### src/rtl/dcr_pkg.sv
package dcr_pkg;

   // Reset command carried in the top two bits of a master-control write
   typedef enum logic [1:0] {
      RCMD_NONE = 2'b00,
      RCMD_CHB  = 2'b01,
      RCMD_CHA  = 2'b10,
      RCMD_ALL  = 2'b11
   } rst_cmd_e;

   localparam int CH_A   = 0;
   localparam int CH_B   = 1;
   localparam int NUM_CH = 2;

   // Port offsets: bit 1 picks the channel, bit 0 picks data over command
   localparam int OFS_CH_BIT   = 1;
   localparam int OFS_DATA_BIT = 0;
   localparam int OFS_COUNT    = 4;

endpackage

### src/rtl/dcr_ptr.sv
module dcr_ptr #(
   parameter int          PTR_W   = 4,
   parameter logic [2:0]  PH_CODE = 3'b001
) (
   input  logic               clk,
   input  logic               rst_n,
   input  logic               cmd_wr,
   input  logic               cmd_rd,
   input  logic               side_acc,
   input  logic [PTR_W+1:0]   cmd_byte,
   output logic [PTR_W-1:0]   ptr
);
   localparam int LOW_W = PTR_W - 1;

   initial begin
      assert (PTR_W >= 2) else $error("dcr_ptr: PTR_W must be at least 2");
   end

   logic             ph_hit;
   logic [PTR_W-1:0] ptr_load;
   logic             ptr_zero;

   assign ptr_zero = (ptr == '0);
   assign ph_hit   = (cmd_byte[LOW_W+2:LOW_W] == PH_CODE);
   assign ptr_load = {ph_hit, cmd_byte[LOW_W-1:0]};

   always_ff @(posedge clk) begin
      if (!rst_n) begin
         ptr <= '0;
      end else if (cmd_wr) begin
         ptr <= ptr_zero ? ptr_load : '0;
      end else if (cmd_rd) begin
         ptr <= '0;
      end
   end

   // a register write consumes the pointer
   a_r3_ptr_returns: assert property (@(posedge clk) disable iff (!rst_n)
      (cmd_wr && ptr != '0) |=> (ptr == '0));

   // a command read consumes the pointer
   a_r4_read_returns: assert property (@(posedge clk) disable iff (!rst_n)
      (cmd_rd && !cmd_wr) |=> (ptr == '0));

   // point-high code lifts the pointer into the upper bank
   a_r2_point_high: assert property (@(posedge clk) disable iff (!rst_n)
      (cmd_wr && ptr == '0 && cmd_byte[LOW_W+2:LOW_W] == PH_CODE) |=> ptr[PTR_W-1]);

   // data or undefined traffic leaves the pointer alone
   a_r9_side_keeps_ptr: assert property (@(posedge clk) disable iff (!rst_n)
      (side_acc && !cmd_wr && !cmd_rd) |=> $stable(ptr));

endmodule

### src/rtl/dcr_shared.sv
module dcr_shared
   import dcr_pkg::*;
#(
   parameter int            DATA_W    = 8,
   parameter logic [DATA_W-1:0] MIC_INIT = 8'hC0
) (
   input  logic              clk,
   input  logic              rst_n,
   input  logic              vec_we,
   input  logic              mic_we,
   input  logic [DATA_W-1:0] wdata,
   output logic [DATA_W-1:0] vec_q,
   output logic [DATA_W-1:0] mic_q,
   output logic [NUM_CH-1:0] soft_rst,
   output logic              hard_rst
);
   localparam int TOP = DATA_W - 1;
   localparam int MID = DATA_W - 3;

   initial begin
      assert (DATA_W >= 6) else $error("dcr_shared: DATA_W must be at least 6");
   end

   rst_cmd_e cmd;
   logic [DATA_W-1:0] mic_next;

   assign cmd = rst_cmd_e'(wdata[TOP:TOP-1]);

   always_comb begin
      soft_rst = '0;
      hard_rst = 1'b0;
      mic_next = mic_q;
      if (mic_we) begin
         unique case (cmd)
            RCMD_NONE: mic_next = {mic_q[TOP:TOP-1], wdata[MID:0]};
            RCMD_CHB: begin
               soft_rst[CH_B] = 1'b1;
               mic_next = {mic_q[TOP:TOP-1], 1'b0, wdata[MID-1:0]};
            end
            RCMD_CHA: begin
               soft_rst[CH_A] = 1'b1;
               mic_next = {mic_q[TOP:TOP-1], 1'b0, wdata[MID-1:0]};
            end
            RCMD_ALL: begin
               hard_rst = 1'b1;
               mic_next = {2'b11, wdata[MID:2], 2'b00};
            end
            default: mic_next = mic_q;
         endcase
      end
   end

   always_ff @(posedge clk) begin
      if (!rst_n) begin
         vec_q <= '0;
         mic_q <= MIC_INIT;
      end else begin
         if (vec_we) vec_q <= wdata;
         mic_q <= mic_next;
      end
   end

   // a full reset command forces the top pair high and the low pair low
   a_r8_full_mask: assert property (@(posedge clk) disable iff (!rst_n)
      (mic_we && wdata[TOP:TOP-1] == 2'b11) |=> (mic_q[TOP:TOP-1] == 2'b11 && mic_q[1:0] == 2'b00));

   // a single-channel reset clears bit 5 and keeps the top pair
   a_r7_single_mask: assert property (@(posedge clk) disable iff (!rst_n)
      (mic_we && (wdata[TOP:TOP-1] == 2'b01 || wdata[TOP:TOP-1] == 2'b10))
      |=> (!mic_q[MID] && mic_q[TOP:TOP-1] == $past(mic_q[TOP:TOP-1])));

   // control register changes only when written
   a_r6_mic_hold: assert property (@(posedge clk) disable iff (!rst_n)
      !mic_we |=> $stable(mic_q));

   // vector changes only when written
   a_r5_vec_hold: assert property (@(posedge clk) disable iff (!rst_n)
      !vec_we |=> $stable(vec_q));

endmodule

### src/rtl/dcr_chan_bank.sv
module dcr_chan_bank #(
   parameter int DATA_W         = 8,
   parameter int PTR_W          = 4,
   parameter int SOFT_CLR_BELOW = 8
) (
   input  logic              clk,
   input  logic              rst_n,
   input  logic              wr_en,
   input  logic [PTR_W-1:0]  idx,
   input  logic [DATA_W-1:0] wdata,
   input  logic              soft_rst,
   input  logic              hard_rst,
   output logic [DATA_W-1:0] rdata
);
   localparam int NREG = 2 ** PTR_W;

   initial begin
      assert (SOFT_CLR_BELOW >= 0 && SOFT_CLR_BELOW <= NREG)
         else $error("dcr_chan_bank: SOFT_CLR_BELOW out of range");
   end

   logic [DATA_W-1:0] regs [NREG];

   for (genvar i = 0; i < NREG; i++) begin : g_reg
      if (i < SOFT_CLR_BELOW) begin : g_soft
         always_ff @(posedge clk) begin
            if (!rst_n || hard_rst || soft_rst) begin
               regs[i] <= '0;
            end else if (wr_en && idx == PTR_W'(i)) begin
               regs[i] <= wdata;
            end
         end
         // soft reset clears the lower half
         a_r7_low_cleared: assert property (@(posedge clk) disable iff (!rst_n)
            soft_rst |=> (regs[i] == '0));
      end else begin : g_keep
         always_ff @(posedge clk) begin
            if (!rst_n || hard_rst) begin
               regs[i] <= '0;
            end else if (wr_en && idx == PTR_W'(i)) begin
               regs[i] <= wdata;
            end
         end
         // soft reset keeps the upper half
         a_r7_high_kept: assert property (@(posedge clk) disable iff (!rst_n)
            (soft_rst && !hard_rst && !wr_en) |=> $stable(regs[i]));
      end
      // hard reset clears every register
      a_r8_all_cleared: assert property (@(posedge clk) disable iff (!rst_n)
         hard_rst |=> (regs[i] == '0));
   end

   assign rdata = regs[idx];

endmodule

### src/rtl/dual_chan_regif.sv
module dual_chan_regif
   import dcr_pkg::*;
#(
   parameter int            ADDR_W         = 3,
   parameter int            DATA_W         = 8,
   parameter int            PTR_W          = 4,
   parameter int            VEC_IDX        = 2,
   parameter int            MIC_IDX        = 9,
   parameter logic [2:0]    PH_CODE        = 3'b001,
   parameter int            SOFT_CLR_BELOW = 8
) (
   input  logic              clk,
   input  logic              rst_n,
   input  logic [ADDR_W-1:0] bus_addr,
   input  logic              bus_wr,
   input  logic              bus_rd,
   input  logic [DATA_W-1:0] bus_wdata,
   output logic [DATA_W-1:0] bus_rdata,
   output logic [NUM_CH-1:0] tx_valid,
   output logic [DATA_W-1:0] tx_byte,
   input  logic [DATA_W-1:0] rx_byte_a,
   input  logic [DATA_W-1:0] rx_byte_b,
   output logic [NUM_CH-1:0] rx_pop,
   output logic [DATA_W-1:0] irq_ctrl
);
   localparam int NREG = 2 ** PTR_W;

   initial begin
      assert (ADDR_W >= 2) else $error("dual_chan_regif: ADDR_W must cover four ports");
      assert (DATA_W >= PTR_W + 2) else $error("dual_chan_regif: DATA_W too narrow for pointer load");
      assert (VEC_IDX > 0 && VEC_IDX < NREG) else $error("dual_chan_regif: VEC_IDX out of range");
      assert (MIC_IDX > 0 && MIC_IDX < NREG) else $error("dual_chan_regif: MIC_IDX out of range");
      assert (VEC_IDX != MIC_IDX) else $error("dual_chan_regif: shared indices collide");
   end

   // ---------------- port decode ----------------
   logic              addr_ok;
   logic              acc_ch;
   logic              acc_data;
   logic              wr_go, rd_go;
   logic              cmd_wr, cmd_rd, dat_wr, dat_rd;
   logic              side_acc;

   assign addr_ok  = (bus_addr < ADDR_W'(OFS_COUNT));
   assign acc_ch   = bus_addr[OFS_CH_BIT];
   assign acc_data = bus_addr[OFS_DATA_BIT];
   assign wr_go    = bus_wr;
   assign rd_go    = bus_rd & ~bus_wr;
   assign cmd_wr   = wr_go & addr_ok & ~acc_data;
   assign cmd_rd   = rd_go & addr_ok & ~acc_data;
   assign dat_wr   = wr_go & addr_ok &  acc_data;
   assign dat_rd   = rd_go & addr_ok &  acc_data;
   assign side_acc = (bus_wr | bus_rd) & ~(cmd_wr | cmd_rd);

   // ---------------- pointer ----------------
   logic [PTR_W-1:0] ptr;

   dcr_ptr #(.PTR_W(PTR_W), .PH_CODE(PH_CODE)) u_ptr (
      .clk      (clk),
      .rst_n    (rst_n),
      .cmd_wr   (cmd_wr),
      .cmd_rd   (cmd_rd),
      .side_acc (side_acc),
      .cmd_byte (bus_wdata[PTR_W+1:0]),
      .ptr      (ptr)
   );

   logic ptr_set, sel_vec, sel_mic, reg_wr;
   assign ptr_set = (ptr != '0);
   assign sel_vec = (ptr == PTR_W'(VEC_IDX));
   assign sel_mic = (ptr == PTR_W'(MIC_IDX));
   assign reg_wr  = cmd_wr & ptr_set;

   // ---------------- shared registers ----------------
   logic [DATA_W-1:0] vec_q, mic_q;
   logic [NUM_CH-1:0] soft_rst;
   logic              hard_rst;

   dcr_shared #(.DATA_W(DATA_W), .MIC_INIT(DATA_W'(8'hC0))) u_shared (
      .clk      (clk),
      .rst_n    (rst_n),
      .vec_we   (reg_wr & sel_vec),
      .mic_we   (reg_wr & sel_mic),
      .wdata    (bus_wdata),
      .vec_q    (vec_q),
      .mic_q    (mic_q),
      .soft_rst (soft_rst),
      .hard_rst (hard_rst)
   );

   assign irq_ctrl = mic_q;

   // ---------------- per-channel banks ----------------
   logic [DATA_W-1:0] bank_rd [NUM_CH];
   logic [DATA_W-1:0] rx_sel  [NUM_CH];

   assign rx_sel[CH_A] = rx_byte_a;
   assign rx_sel[CH_B] = rx_byte_b;

   for (genvar c = 0; c < NUM_CH; c++) begin : g_ch
      logic bank_we;
      assign bank_we     = reg_wr & ~sel_vec & ~sel_mic & (acc_ch == 1'(c));
      assign tx_valid[c] = dat_wr & (acc_ch == 1'(c));
      assign rx_pop[c]   = dat_rd & (acc_ch == 1'(c));

      dcr_chan_bank #(
         .DATA_W         (DATA_W),
         .PTR_W          (PTR_W),
         .SOFT_CLR_BELOW (SOFT_CLR_BELOW)
      ) u_bank (
         .clk      (clk),
         .rst_n    (rst_n),
         .wr_en    (bank_we),
         .idx      (ptr),
         .wdata    (bus_wdata),
         .soft_rst (soft_rst[c]),
         .hard_rst (hard_rst),
         .rdata    (bank_rd[c])
      );
   end

   assign tx_byte = bus_wdata;

   // ---------------- read mux ----------------
   always_comb begin
      bus_rdata = '0;
      if (cmd_rd) begin
         if (sel_vec)      bus_rdata = vec_q;
         else if (sel_mic) bus_rdata = mic_q;
         else              bus_rdata = bank_rd[acc_ch];
      end else if (dat_rd) begin
         bus_rdata = rx_sel[acc_ch];
      end
   end

   // undefined offsets raise nothing and read zero
   a_r10_undef_quiet: assert property (@(posedge clk) disable iff (!rst_n)
      ((bus_wr || bus_rd) && bus_addr >= ADDR_W'(OFS_COUNT))
      |-> (bus_rdata == '0 && tx_valid == '0 && rx_pop == '0));

   // undefined offsets leave the pointer and shared state unchanged
   a_r10_undef_keeps: assert property (@(posedge clk) disable iff (!rst_n)
      ((bus_wr || bus_rd) && bus_addr >= ADDR_W'(OFS_COUNT))
      |=> ($stable(ptr) && $stable(irq_ctrl)));

   // a write beside a read never pops receive data
   a_r11_write_wins: assert property (@(posedge clk) disable iff (!rst_n)
      (bus_wr && bus_rd) |-> (rx_pop == '0));

   // at most one strobe of each kind per cycle
   a_r9_one_strobe: assert property (@(posedge clk) disable iff (!rst_n)
      $onehot0(tx_valid) && $onehot0(rx_pop));

endmodule

### config.mk
export PLATFORM = sky130hd
export DESIGN_NAME = dual_chan_regif
export DESIGN_NICKNAME = d
export VERILOG_FILES = /design/src/rtl/dcr_pkg.sv /design/src/rtl/dcr_ptr.sv /design/src/rtl/dcr_shared.sv /design/src/rtl/dcr_chan_bank.sv /design/src/rtl/dual_chan_regif.sv
export SDC_FILE = /design/constraint.sdc
export NUM_CORES = 1
export LEC_CHECK = 0
export ABC_CLOCK_PERIOD_IN_PS = 3300
export BUFFER_PORTS_ARGS = -buffer_cell sky130_fd_sc_hd__buf_2
export CORE_MARGIN = 3
export CORE_UTILIZATION = 35
export DETAILED_ROUTE_END_ITERATION = 8
export SETUP_SLACK_MARGIN = 0.05
export SYNTH_ARGS = -nofsm -noshare
export SYNTH_HDL_FRONTEND = slang
export SYNTH_SLANG_ARGS = --single-unit
### constraint.sdc
create_clock -name clk -period 3.3 [get_ports clk]
set_input_delay 0.495 -clock clk [delete_from_list [all_inputs] [get_ports clk]]
set_output_delay 0.495 -clock clk [all_outputs]
set_load 0.005 [all_outputs]
==> impl_results.md, run 1 <==
* CTS max path bufs at 3
* Post-route ant nets at 0
* Top-area cell type share of the netlist area at 0.598
* Core ar. at 0.0359 mm²
* TritonCTS clock tree: built
* Vias post-DR at 8454
* DRT Pass-1 Iters at 5
* Setup Viol. Count Final at 0
* Pin count of the biggest net entering global routing at 33
* R2R Setup Slk at 0.53 ns
* Tcrit/Tclk final at 0.965
* XOR/XNOR share of the synthesized area at 0
* Reg2Reg Depth at 6
* Layout cells sized above 1 at 0.209
* Vias in the first global route at 8348
* GPL Wtd Cong at 0.918
* Leakage at 5.19 nW
* Critical path start-end classification: reg2out
* Commonest cells in the netlist: edfxtp_1 (256), nor2_1 (130), and2_1 (82), nand2_1 (67), mux4_2 (47)
* Synth Cell Area at 0.0129 mm²
* Seq cells post-synth at 279
* Post-Synth Adder-Cell Area at 0.00487
* Outcome: finished clean
* Worst setup SP type: flop
* Critical path endpoint: bus_rdata[5]
* Gr ovfl total at 0
* Hpwl dp at 25.2 mm
* Gate power share at 0.069
* Post-Synth Simple-Gate Area at 0.146
* Number of antenna violations at the first check in global routing at 1
* Slew Limit Fails at 0
* Hold Path Class: in2reg
* Tot GR Track Use at 0.185
* Max FO, Critical Path at 8
* CTS clk-pin slew, worst paths at 0.06 ns
* Synth cell types at 49
* Final net count at 1127
* Synth Area in Compound Gates at 0.0597
* Clk_lat worst skew at 0.55 ns
* Number of synthesized flops with an enable pin at 256
* Hold Violations, Final at 0
* Area leader, netlist: edfxtp_1
* CP required at 2.80 ns
* Die Y at 198 µm
* Layout area overhead at 16.9%
* Design Power at 0.00773 W
* Clk network pwr share at 0.407
* Setup tns final at 0 ns
* Sink Count at 279
* Warnings from Yosys at 0
* Mux contribution to synthesized area at 0.122
* Final wirelength at 36.0 mm
* Hold-fix buffers, CTS at 0
* Drt wl/cell at 22.9 µm
* Num rows at 69
* Most used standard cell by instance count after synthesis: edfxtp_1
* Arrival time worst endpoint at 2.69 ns
* Minimum clock period at 3.19 ns
* Initial Util at 0.358
* Fillers at 3349
* Sw Ratio at 0.224
* Final setup skew at 0.00769 ns
* Async SR Flop Fraction at 0
* Via density at 5.37
* First-pass GRT wire length at 53.8 mm
* Sequential Power Share at 0.523
* Tightest Pin Transition at 1.21 ns
* RSZ-0062 raised after global routing: true
* Largest cells by area after synthesis: edfxtp_1 (60%), mux4_2 (8.2%), and2_1 (4.0%)
* Rel. slew slack at 0.187
* Post-Syn Instances at 969
* PD cells at 514 mW/mm²
* TritonCTS buffer count at 29
* Post-route DRC at 0
* Die area at 0.0391 mm²
* CP endpoint kind: output port
* Psw at 0.00173 W
* Worst r2r dst: g_ch[0].u_bank.regs[3][0]
* H-tree depth at 1
* Post-synthesis sequential area ratio at 0.634
* Most common flop cell mapped by yosys: edfxtp_1
* F_max at 314 MHz
* Max-cap violations at 0
* Antenna diodes at 0
* Total internal power at 0.00600 W
* Cell Area, Placed at 0.0140 mm²
* Fin area at 0.0150 mm²
* Largest family of logic cells by synthesized area: simple AND/OR/NAND/NOR gates
* Syn_area_per_cell at 13.3 µm²
* Number of DRC markers in iteration 0 at 941
* Worst VDD drop at 0.000337 V
* I/O pin cnt at 59
* Root Driver: clkbuf_16
* Port bufs at 58
* Width of the die at 198 µm
* RR Startpoint: u_ptr.ptr[3]
-- state kept, by name, summed over array words and instances (netlist names), named ones only --
register	count
g_ch.u_bank.regs	256
u_ptr.ptr	4
u_shared.mic_q	7
u_shared.vec_q	8
-- cell usage in the layout, fill, tap and decap left out, types with 20 or more instances in the layout --
| master | synthesis | final |
|---|---|---|
| buf_2 | 23 | 58 |
| dfxtp_1 | 23 | 20 |
| nor2_1 | 130 | 130 |
| and2_1 | 82 | 82 |
| clkbuf_16 | 0 | 29 |
| nand3_1 | 33 | 33 |
| mux2i_1 | 46 | 42 |
| buf_4 | 16 | 58 |
| mux4_2 | 47 | 47 |
| conb_1 | 1 | 48 |
| nor3_1 | 27 | 27 |
| edfxtp_1 | 256 | 256 |
| o21ai_0 | 30 | 29 |
| nand2_1 | 67 | 67 |
-- worst min-delay path by stage --
stage                            startpoint                end  slack [ns]  cells past startpoint
after floorplan           u_shared.vec_q[2]  u_shared.vec_q[2]        0.44                      2
after detailed placement  u_shared.vec_q[7]  u_shared.vec_q[7]        0.46                      2
after CTS                             rst_n  u_shared.mic_q[6]        0.29                      2
after global placement    u_shared.vec_q[6]  u_shared.vec_q[6]        0.46                      2
final                                 rst_n  u_shared.mic_q[6]        0.31                      2
after global routing                  rst_n  u_shared.mic_q[6]        0.33                      2
-- area by class of cell --
cell class	instances	area [µm²]	area share
repair buffers	123	843	0.0561
clock inverters	12	106	0.00708
clock buffers	41	791	0.0526
well taps	461	577	0.0384
multi-input cells	648	4510	0.300
flip-flops and latches	279	8160	0.543
inverters	10	37.5	0.00250
-- power groups by stage --
stage	registers, W	clock network, W	logic [W]
after floorplan	0.00409	0	0.000301
after global placement	0.00412	0	0.000508
after detailed placement	0.00412	0	0.000510
after CTS	0.00404	0.00320	0.000530
after global routing	0.00405	0.00333	0.000569
final	0.00404	0.00315	0.000537
-- per-layer routing --
metal | share of wire | global-route usage
met1 | 0.42 | 0.255
met2 | 0.47 | 0.299
met3 | 0.075 | 0.0312
met4 | 0.037 | 0.0666
met5 | 0.00039 | 0
-- through the flow --
step	hold slack [ns]	cells	util	setup WS [ns]
2_1_floorplan	0.443	1016	-	0.978
3_3_place_gp	0.459	1516	0.389	0.285
3_5_place_dp	0.463	1516	0.389	0.226
4_1_cts	0.289	1575	0.417	0.0698
5_1_grt	0.330	1574	0.418	0.0281
6_report	0.310	1574	0.418	0.115
-- repair_timing --
item | 4_1_cts | 5_1_grt
buffers inserted | 6 | 0
pin swaps | 1 | 2
gates resized for setup | 7 | 14
setup endpoints to repair | 8 | 5
cloned | 0 | 0
-- kinds of logic after synthesis --
logic type,after synthesis
AND/OR/NAND/NOR,384
flip-flops,279
AO/OA/AOI/OAI,114
multiplexers,97
buffers and inverters,89
adder cells (fa/ha/maj),5
other,1
-- worst max-delay path, cell delays in order, from the launching register on --
cell and delay (ns):
dfxtp_4 0.39, buf_4 0.15, buf_4 0.21, mux4_2 0.57, a22oi_1 0.28, a211o_1 0.26
o221ai_1 0.13, buf_2 0.15
Power figures use the tool's default switching activity.
==> run 2, diff against run 1 <==
--- a/config.mk
+++ b/config.mk
@@ -5,7 +5,7 @@
 export SDC_FILE = /design/constraint.sdc
 export NUM_CORES = 1
 export LEC_CHECK = 0
-export ABC_CLOCK_PERIOD_IN_PS = 3300
+export ABC_CLOCK_PERIOD_IN_PS = 3400
 export BUFFER_PORTS_ARGS = -buffer_cell sky130_fd_sc_hd__buf_2
 export CORE_MARGIN = 3
 export CORE_UTILIZATION = 35
@@ -14,3 +14,4 @@
 export SYNTH_ARGS = -nofsm -noshare
 export SYNTH_HDL_FRONTEND = slang
 export SYNTH_SLANG_ARGS = --single-unit
+export TNS_END_PERCENT = 50
==> constraint.sdc (replaced) <==
create_clock -name clk -period 3.4 [get_ports clk]
set_input_delay 0.51 -clock clk [delete_from_list [all_inputs] [get_ports clk]]
set_output_delay 0.51 -clock clk [all_outputs]
set_load 0.005 [all_outputs]
==> run 2 against run 1 <==
Against the previous run:
- global-route usage shrank 0.22 points
- cell area is 0.82% higher
- die area did not move
- count of clock-buffer cells in the layout shrank 7
- routed wire length fell by 0.70%
- critical path type unchanged
- highest routed layer unchanged
==> impl_results.md, run 2 (synthesis gave the netlist of run 1 again) <==
* Tcrit/Tclk final at 0.960
* First-pass GRT wire length at 53.3 mm (-1.0%)
* GPL Wtd Cong at 0.829 (-9.8%)
* RSZ-0062 raised after global routing: false
* Clk_lat worst skew at 0.57 ns (+0.02 ns)
* Number of DRC markers in iteration 0 at 1013 (+7.7%)
* Die area at 0.0391 mm² (unchanged)
* Layout area overhead at 17.8%
* Psw at 0.00173 W (about the same)
* Post-route ant nets at 0 (unchanged)
* CP endpoint kind: output port
* Hold Violations, Final at 0 (unchanged)
* TritonCTS clock tree: built
* Leakage at 5.24 nW (+0.89%)
* Hpwl dp at 24.8 mm (-1.6%)
* Regs by FF count: g_ch.u_bank.regs x256, u_shared.vec_q x8, u_shared.mic_q x7
* Setup Viol. Count Final at 0 (unchanged)
* Max-cap violations at 0 (unchanged)
* Biggest register: g_ch.u_bank.regs
* Final wirelength at 35.7 mm (-0.70%)
* Hold Path Class: in2reg
* Vias post-DR at 8428 (-0.31%)
* Drt wl/cell at 22.7 µm (-0.89%)
* Tot GR Track Use at 0.183 (-0.00224)
* Port bufs at 58 (unchanged)
* Commonest non-fill, non-tap cell in the layout: edfxtp_1
* DRT Pass-1 Iters at 5 (unchanged)
* CP required at 2.89 ns (+0.09 ns)
* Final net count at 1129 (+0.18%)
* I/O pin cnt at 59 (unchanged)
* H-tree depth at 1 (unchanged)
* DR top layer: met5
* Num rows at 69 (unchanged)
* Tightest Pin Transition at 1.19 ns (-0.0164 ns)
* Metal2 WL at 17.3 mm (+2.2%)
* Initial Util at 0.358 (unchanged)
* Root Driver: clkbuf_16
* Worst setup SP type: flop
* Post-route DRC at 0 (unchanged)
* Total internal power at 0.00609 W (+1.5%)
* Minimum clock period at 3.26 ns
* Via density at 5.34 (-0.50%)
* Met1 wire length at 15.1 mm (+0.22%)
* Sw Ratio at 0.221 (-0.00273)
* Hold depth at 4 (+2)
* Outcome: finished clean
* Largest register FFs at 256 (unchanged)
* Gr ovfl total at 0 (unchanged)
* Setup tns final at 0 ns (unchanged)
* Final setup skew at 0.0174 ns (+0.00976 ns)
* Number of antenna violations at the first check in global routing at 1 (unchanged)
* Max FO, Critical Path at 13 (+5)
* Clk network pwr share at 0.432 (+0.025)
* Die Y at 198 µm (unchanged)
* Arrival time worst endpoint at 2.75 ns (+0.06 ns)
* Worst VDD drop at 0.000473 V (+40%)
* Design Power at 0.00782 W (+1.2%)
* TritonCTS buffer count at 29 (unchanged)
* PD cells at 516 mW/mm² (+0.35%)
* Slew Limit Fails at 0 (unchanged)
* Gate power share at 0.065 (-0.004)
* Sequential Power Share at 0.503 (-0.020)
* WL met3 at 2.57 mm (-5.1%)
* CTS max path bufs at 3 (unchanged)
* CTS clk-pin slew, worst paths at 0.07 ns (about the same)
* F_max at 306 MHz
* Antenna diodes at 0 (unchanged)
* Sink Count at 279 (unchanged)
* Layout cells sized above 1 at 0.215 (+0.00571)
* Rel. slew slack at 0.198 (+0.0110)
* Reg2Reg Depth at 7 (+1)
* Most frequent cells in the layout: edfxtp_1 (256), nor2_1 (130), and2_1 (82), nand2_1 (67), buf_4 (61)
* Pin count of the biggest net entering global routing at 33 (unchanged)
* Width of the die at 198 µm (unchanged)
* Core ar. at 0.0359 mm² (unchanged)
* Critical path start-end classification: reg2out
* Vias in the first global route at 8067 (-3.4%)
-- run 2: changes by cell type in the layout (fill, tap and decap cells not counted), sizes merged --
cell,previous run,this run
buf,123,124
bufbuf,0,1
bufinv,2,5
clkbuf,41,34
clkinv,9,5
clkinvlp,1,9
inv,10,11
-- run 2: final cells by class --
class                           instances  area, µm²
Clock buffer                           34        785
Clock inverter                         20        246
Fill cell                            3335      20800
Inverter                               10       37.5
Multi-Input combinational cell        648       4480
Sequential cell                       279       8160
Tap cell                              461        577
Timing Repair Buffer                  125        866
-- run 2: worst max-delay path, stage by stage, from the launching register on --
cell	delay, ns
dfxtp_4	0.50
buf_4	0.16
mux4_2	0.49
a22o_1	0.27
a211oi_2	0.32
a211o_1	0.19
o221ai_1	0.11
buf_2	0.14
-- run 2: per-layer routing --
layer	vias up	track usage
met1	4195	0.258
met3	60	0.0200
met4	2	0.0456
met5	-	0
met2	379	0.306
li1	3792	-
-- run 2: path summary, 6_finish.rpt --
kind	start	slack, ns	to
setup / recovery	flop	0.14	bus_rdata[5]
hold / removal	bus_addr[0]	0.35	u_shared.vec_q[0]
setup reg to reg	u_ptr.ptr[0]	0.84	g_ch[0].u_bank.regs[8][3]
hold reg to reg	u_shared.vec_q[1]	0.47	u_shared.vec_q[1]
-- run 2: repair_timing --
action / CTS / global route
hold buffers: 0 / 0
gates resized for setup: 5 / 4
setup endpoints to repair: 7 / 5
gates cloned: 1 / 0
pin swaps: 0 / 1
buffers inserted: 1 / 10
-- run 2: metrics by stage --
| step | instances | util | cell area (µm²) | setup WS [ns] | hold slack [ns] |
|---|---|---|---|---|---|
| after floorplan | 1016 | - | 13000 | 1.06 | 0.443 |
| after global placement | 1511 | 0.388 | 13900 | 0.520 | 0.453 |
| after detailed placement | 1511 | 0.388 | 13900 | 0.480 | 0.460 |
| after CTS | 1567 | 0.419 | 15100 | 0.0590 | 0.328 |
| after global routing | 1577 | 0.422 | 15100 | 0.0556 | 0.362 |
| final | 1577 | 0.422 | 15100 | 0.137 | 0.350 |
-- run 2: power by group through the flow --
| stage | clock, W | sequential (W) | combinational [W] |
|---|---|---|---|
| after floorplan | 0 | 0.00397 | 0.000292 |
| after global placement | 0 | 0.00400 | 0.000483 |
| after detailed placement | 0 | 0.00401 | 0.000487 |
| after CTS | 0.00343 | 0.00393 | 0.000499 |
| after global routing | 0.00357 | 0.00394 | 0.000537 |
| final | 0.00338 | 0.00393 | 0.000509 |
==> run 3, diff against run 2 <==
--- a/config.mk
+++ b/config.mk
@@ -5,12 +5,12 @@
 export SDC_FILE = /design/constraint.sdc
 export NUM_CORES = 1
 export LEC_CHECK = 0
+export ABC_AREA = 1
 export ABC_CLOCK_PERIOD_IN_PS = 3400
 export BUFFER_PORTS_ARGS = -buffer_cell sky130_fd_sc_hd__buf_2
 export CORE_MARGIN = 3
 export CORE_UTILIZATION = 35
 export DETAILED_ROUTE_END_ITERATION = 8
-export SETUP_SLACK_MARGIN = 0.05
 export SYNTH_ARGS = -nofsm -noshare
 export SYNTH_HDL_FRONTEND = slang
 export SYNTH_SLANG_ARGS = --single-unit
==> run 3 against run 2 <==
Against the previous run:
- non-clock buffer count shrank 19
- combinational power grew 10%
- sequential power is essentially flat
- die area grew 3.2%
- power shrank 3.1%
- largest power group unchanged
- sequential share of layout area shrank 0.49 points
- cell area grew 0.88%
- first-iteration DRC count shrank 9.6%
- area after synthesis grew 3.3%
- critical endpoint unchanged
- global-route usage shrank 1.4 points
==> impl_results.md, run 3 <==
* Worst VDD drop at 0.000385 V (-19%)
* Die area at 0.0403 mm² (+3.2%)
* Die Y at 201 µm (+1.6%)
* Syn_area_per_cell at 9.58 µm² (-28%)
* Most used standard cell by instance count after synthesis: nand2_1
* CP endpoint kind: output port
* CTS max path bufs at 3 (unchanged)
* Clk_lat worst skew at 0.54 ns (-0.03 ns)
* Warnings from Yosys at 0 (unchanged)
* Most common flop cell mapped by yosys: edfxtp_1
* CTS clk-pin slew, worst paths at 0.07 ns (about the same)
* Seq cells post-synth at 279 (unchanged)
* Drt wl/cell at 17.5 µm (-23%)
* Slew Limit Fails at 0 (unchanged)
* Largest cells by area after synthesis: edfxtp_1 (58%), nand2_1 (10%), nor2_1 (7.4%)
* Gr ovfl total at 0 (unchanged)
* Hold path startpoint: bus_wdata[1]
* Setup tns final at 0 ns (unchanged)
* Critical path start-end classification: reg2out
* Reg2Reg Depth at 9 (+2)
* Setup Viol. Count Final at 0 (unchanged)
* Vias post-DR at 10019 (+19%)
* Tcrit/Tclk final at 0.924 (-0.0353)
* Hpwl dp at 22.9 mm (-7.9%)
* Final net count at 1510 (+34%)
* Fin area at 0.0153 mm² (+0.88%)
* Initial Util at 0.359 (+0.00128)
* F_max at 318 MHz (+3.8%)
* TritonCTS buffer count at 28 (-3.4%)
* Hold Violations, Final at 0 (unchanged)
* Hold-fix buffers, CTS at 0 (unchanged)
* R2R Setup Slk at 0.56 ns (-0.28 ns)
* Critical-path top delay cell: buf_4
* First-pass GRT wire length at 54.0 mm (+1.3%)
* Num rows at 70 (+1.4%)
* Core ar. at 0.0370 mm² (+2.9%)
* Top-area cell type share of the netlist area at 0.579 (-0.0190)
* Outcome: finished clean
* Minimum clock period at 3.14 ns (-0.120 ns)
* PD cells at 496 mW/mm² (-4.0%)
* TritonCTS clock tree: built
* Hold depth at 3 (-1)
* Async SR Flop Fraction at 0 (unchanged)
* Port bufs at 58 (unchanged)
* Synth Cell Area at 0.0133 mm² (+3.3%)
* Worst path cell trace: buf_4 -> nand3_1 -> nand2_1 -> nand2_1 -> nand3_1 -> nand3_1 -> nand3_1 -> a21oi_1 -> buf_2
* Worst setup SP type: flop
* Tot GR Track Use at 0.169 (-0.0139)
* RR Startpoint: u_ptr.ptr[1]
* I/O pin cnt at 59 (unchanged)
* Cell Area, Placed at 0.0143 mm² (+2.8%)
* Sink Count at 279 (unchanged)
* Pin count of the biggest net entering global routing at 129 (+290%)
* Most frequent cells in the layout: nand2_1 (370), nor2_1 (260), edfxtp_1 (256), nand3_1 (174), buf_2 (58)
* Post-Syn Instances at 1386 (+43%)
* Crit path largest cell delay at 0.63 ns (+0.13 ns)
* Leakage at 6.08 nW (+16%)
* Layout cells sized above 1 at 0.128 (-0.0874)
* Post-route DRC at 0 (unchanged)
* Commonest non-fill, non-tap cell in the layout: nand2_1
* RSZ-0062 raised after global routing: false
* Max-cap violations at 0 (unchanged)
* Critical path's most frequent cell: nand3_1
* Buf+Inv Stages, Crit Path at 2 (unchanged)
* Number of antenna violations at the first check in global routing at 0 (-1)
* Number of synthesized flops with an enable pin at 256 (unchanged)
* Largest register FFs at 256 (unchanged)
* Synth cell types at 31 (-37%)
* CP top delay family: simple AND/OR/NAND/NOR gates
* PostCTS Resize Cnt at 0 (-5)
* Hold Path Class: in2reg
* Area leader, netlist: edfxtp_1
* Biggest register: g_ch.u_bank.regs
* GPL Wtd Cong at 0.916 (+10%)
* Arrival time worst endpoint at 2.63 ns (-0.12 ns)
* Worst r2r dst: g_ch[1].u_bank.regs[7][4]
* DRT Pass-1 Iters at 6 (+1)
* Via density at 5.01 (-6.3%)
* Tightest Pin Transition at 1.15 ns (-0.0413 ns)
* Root Driver: clkbuf_16
* Max FO, Critical Path at 70 (+57)
* Setup bufs post-CTS at 0 (-1)
* Commonest cells in the netlist: nand2_1 (370), nor2_1 (260), edfxtp_1 (256), nand3_1 (174), clkbuf_1 (64)
* Vias in the first global route at 9674 (+20%)
* Post-route ant nets at 0 (unchanged)
* Number of DRC markers in iteration 0 at 916 (-9.6%)
* CP required at 2.89 ns (about the same)
* Regs by FF count: g_ch.u_bank.regs x256, u_shared.vec_q x8, u_shared.mic_q x7
* Final wirelength at 35.0 mm (-2.0%)
* Post-synthesis sequential area ratio at 0.614 (-0.0201)
* H-tree depth at 1 (unchanged)
* Width of the die at 201 µm (+1.6%)
* Antenna diodes at 0 (unchanged)
* Layout area overhead at 15.1%
* Rel. slew slack at 0.224 (+0.0262)
* Final setup skew at 0.00875 ns (-0.00869 ns)
## run 3: worst max-delay path by stage
stage	cells past startpoint	slack (ns)	from	end
2_1_floorplan	6	0.94	bus_addr[2]	g_ch[0].u_bank.regs[1][0]
3_3_place_gp	9	0.60	bus_addr[2]	g_ch[1].u_bank.regs[7][5]
3_5_place_dp	9	0.53	bus_addr[2]	g_ch[1].u_bank.regs[7][5]
4_1_cts	13	0.07	flop	bus_rdata[3]
5_1_grt	10	0.08	flop	bus_rdata[5]
6_report	9	0.26	flop	bus_rdata[5]
## run 3: area by class of cell
type                            instances  area (µm²)
Fill cell                            3690       21700
Sequential cell                       279        8150
Multi-Input combinational cell        998        4630
Clock buffer                           39         815
Timing Repair Buffer                  106         701
Tap cell                              504         631
Inverter                               61         234
Clock inverter                         13         119
## run 3: worst reg2reg max path, cell delays in order, from the launching register on
cell and delay (ns):
dfxtp_1 0.42, nor2_1 0.10, nand2_1 0.34, inv_1 0.16, nor3_4 0.22, buf_4 0.55
nand2_1 0.11, buf_4 0.23, o21ai_0 0.21, buf_4 0.20
## run 3: kinds of logic (layout without fill, tap and decap cells)
logic type | after synthesis | count (layout) | synth area share
other | 1 | 48 | 0.000282
adder cells (fa/ha/maj) | 5 | 5 | 0.00471
buffers and inverters | 156 | 219 | 0.0510
flip-flops | 279 | 279 | 0.614
AO/OA/AOI/OAI | 110 | 110 | 0.0475
AND/OR/NAND/NOR | 835 | 835 | 0.283
## run 3: power by group
group	internal, W	switching (W)	leakage (nW)	total [W]
clock network	0.00182	0.00128	0.456	0.00310
logic	0.000150	0.000412	2.82	0.000562
registers	0.00387	0.0000400	2.81	0.00391
## run 3: metrics by stage
step / utilization / total power (W) / instances / hold slack (ns) / worst slack (ns)
after detailed placement: 0.388 / 0.00454 / 1948 / 0.502 / 0.534
after CTS: 0.413 / 0.00762 / 2000 / 0.256 / 0.0708
after global routing: 0.413 / 0.00781 / 2000 / 0.272 / 0.0849
after global placement: 0.388 / 0.00454 / 1948 / 0.505 / 0.603
final: 0.413 / 0.00757 / 2000 / 0.270 / 0.257
after floorplan: - / 0.00432 / 1433 / 0.455 / 0.940
## run 3: routing by layer
layer  up-vias  GRT usage  share of wire
li1       4796          -              -
met1      4728      0.225           0.42
met2       429      0.285           0.47
met3        66     0.0281          0.078
met4         0     0.0502          0.024
met5         -          0              0
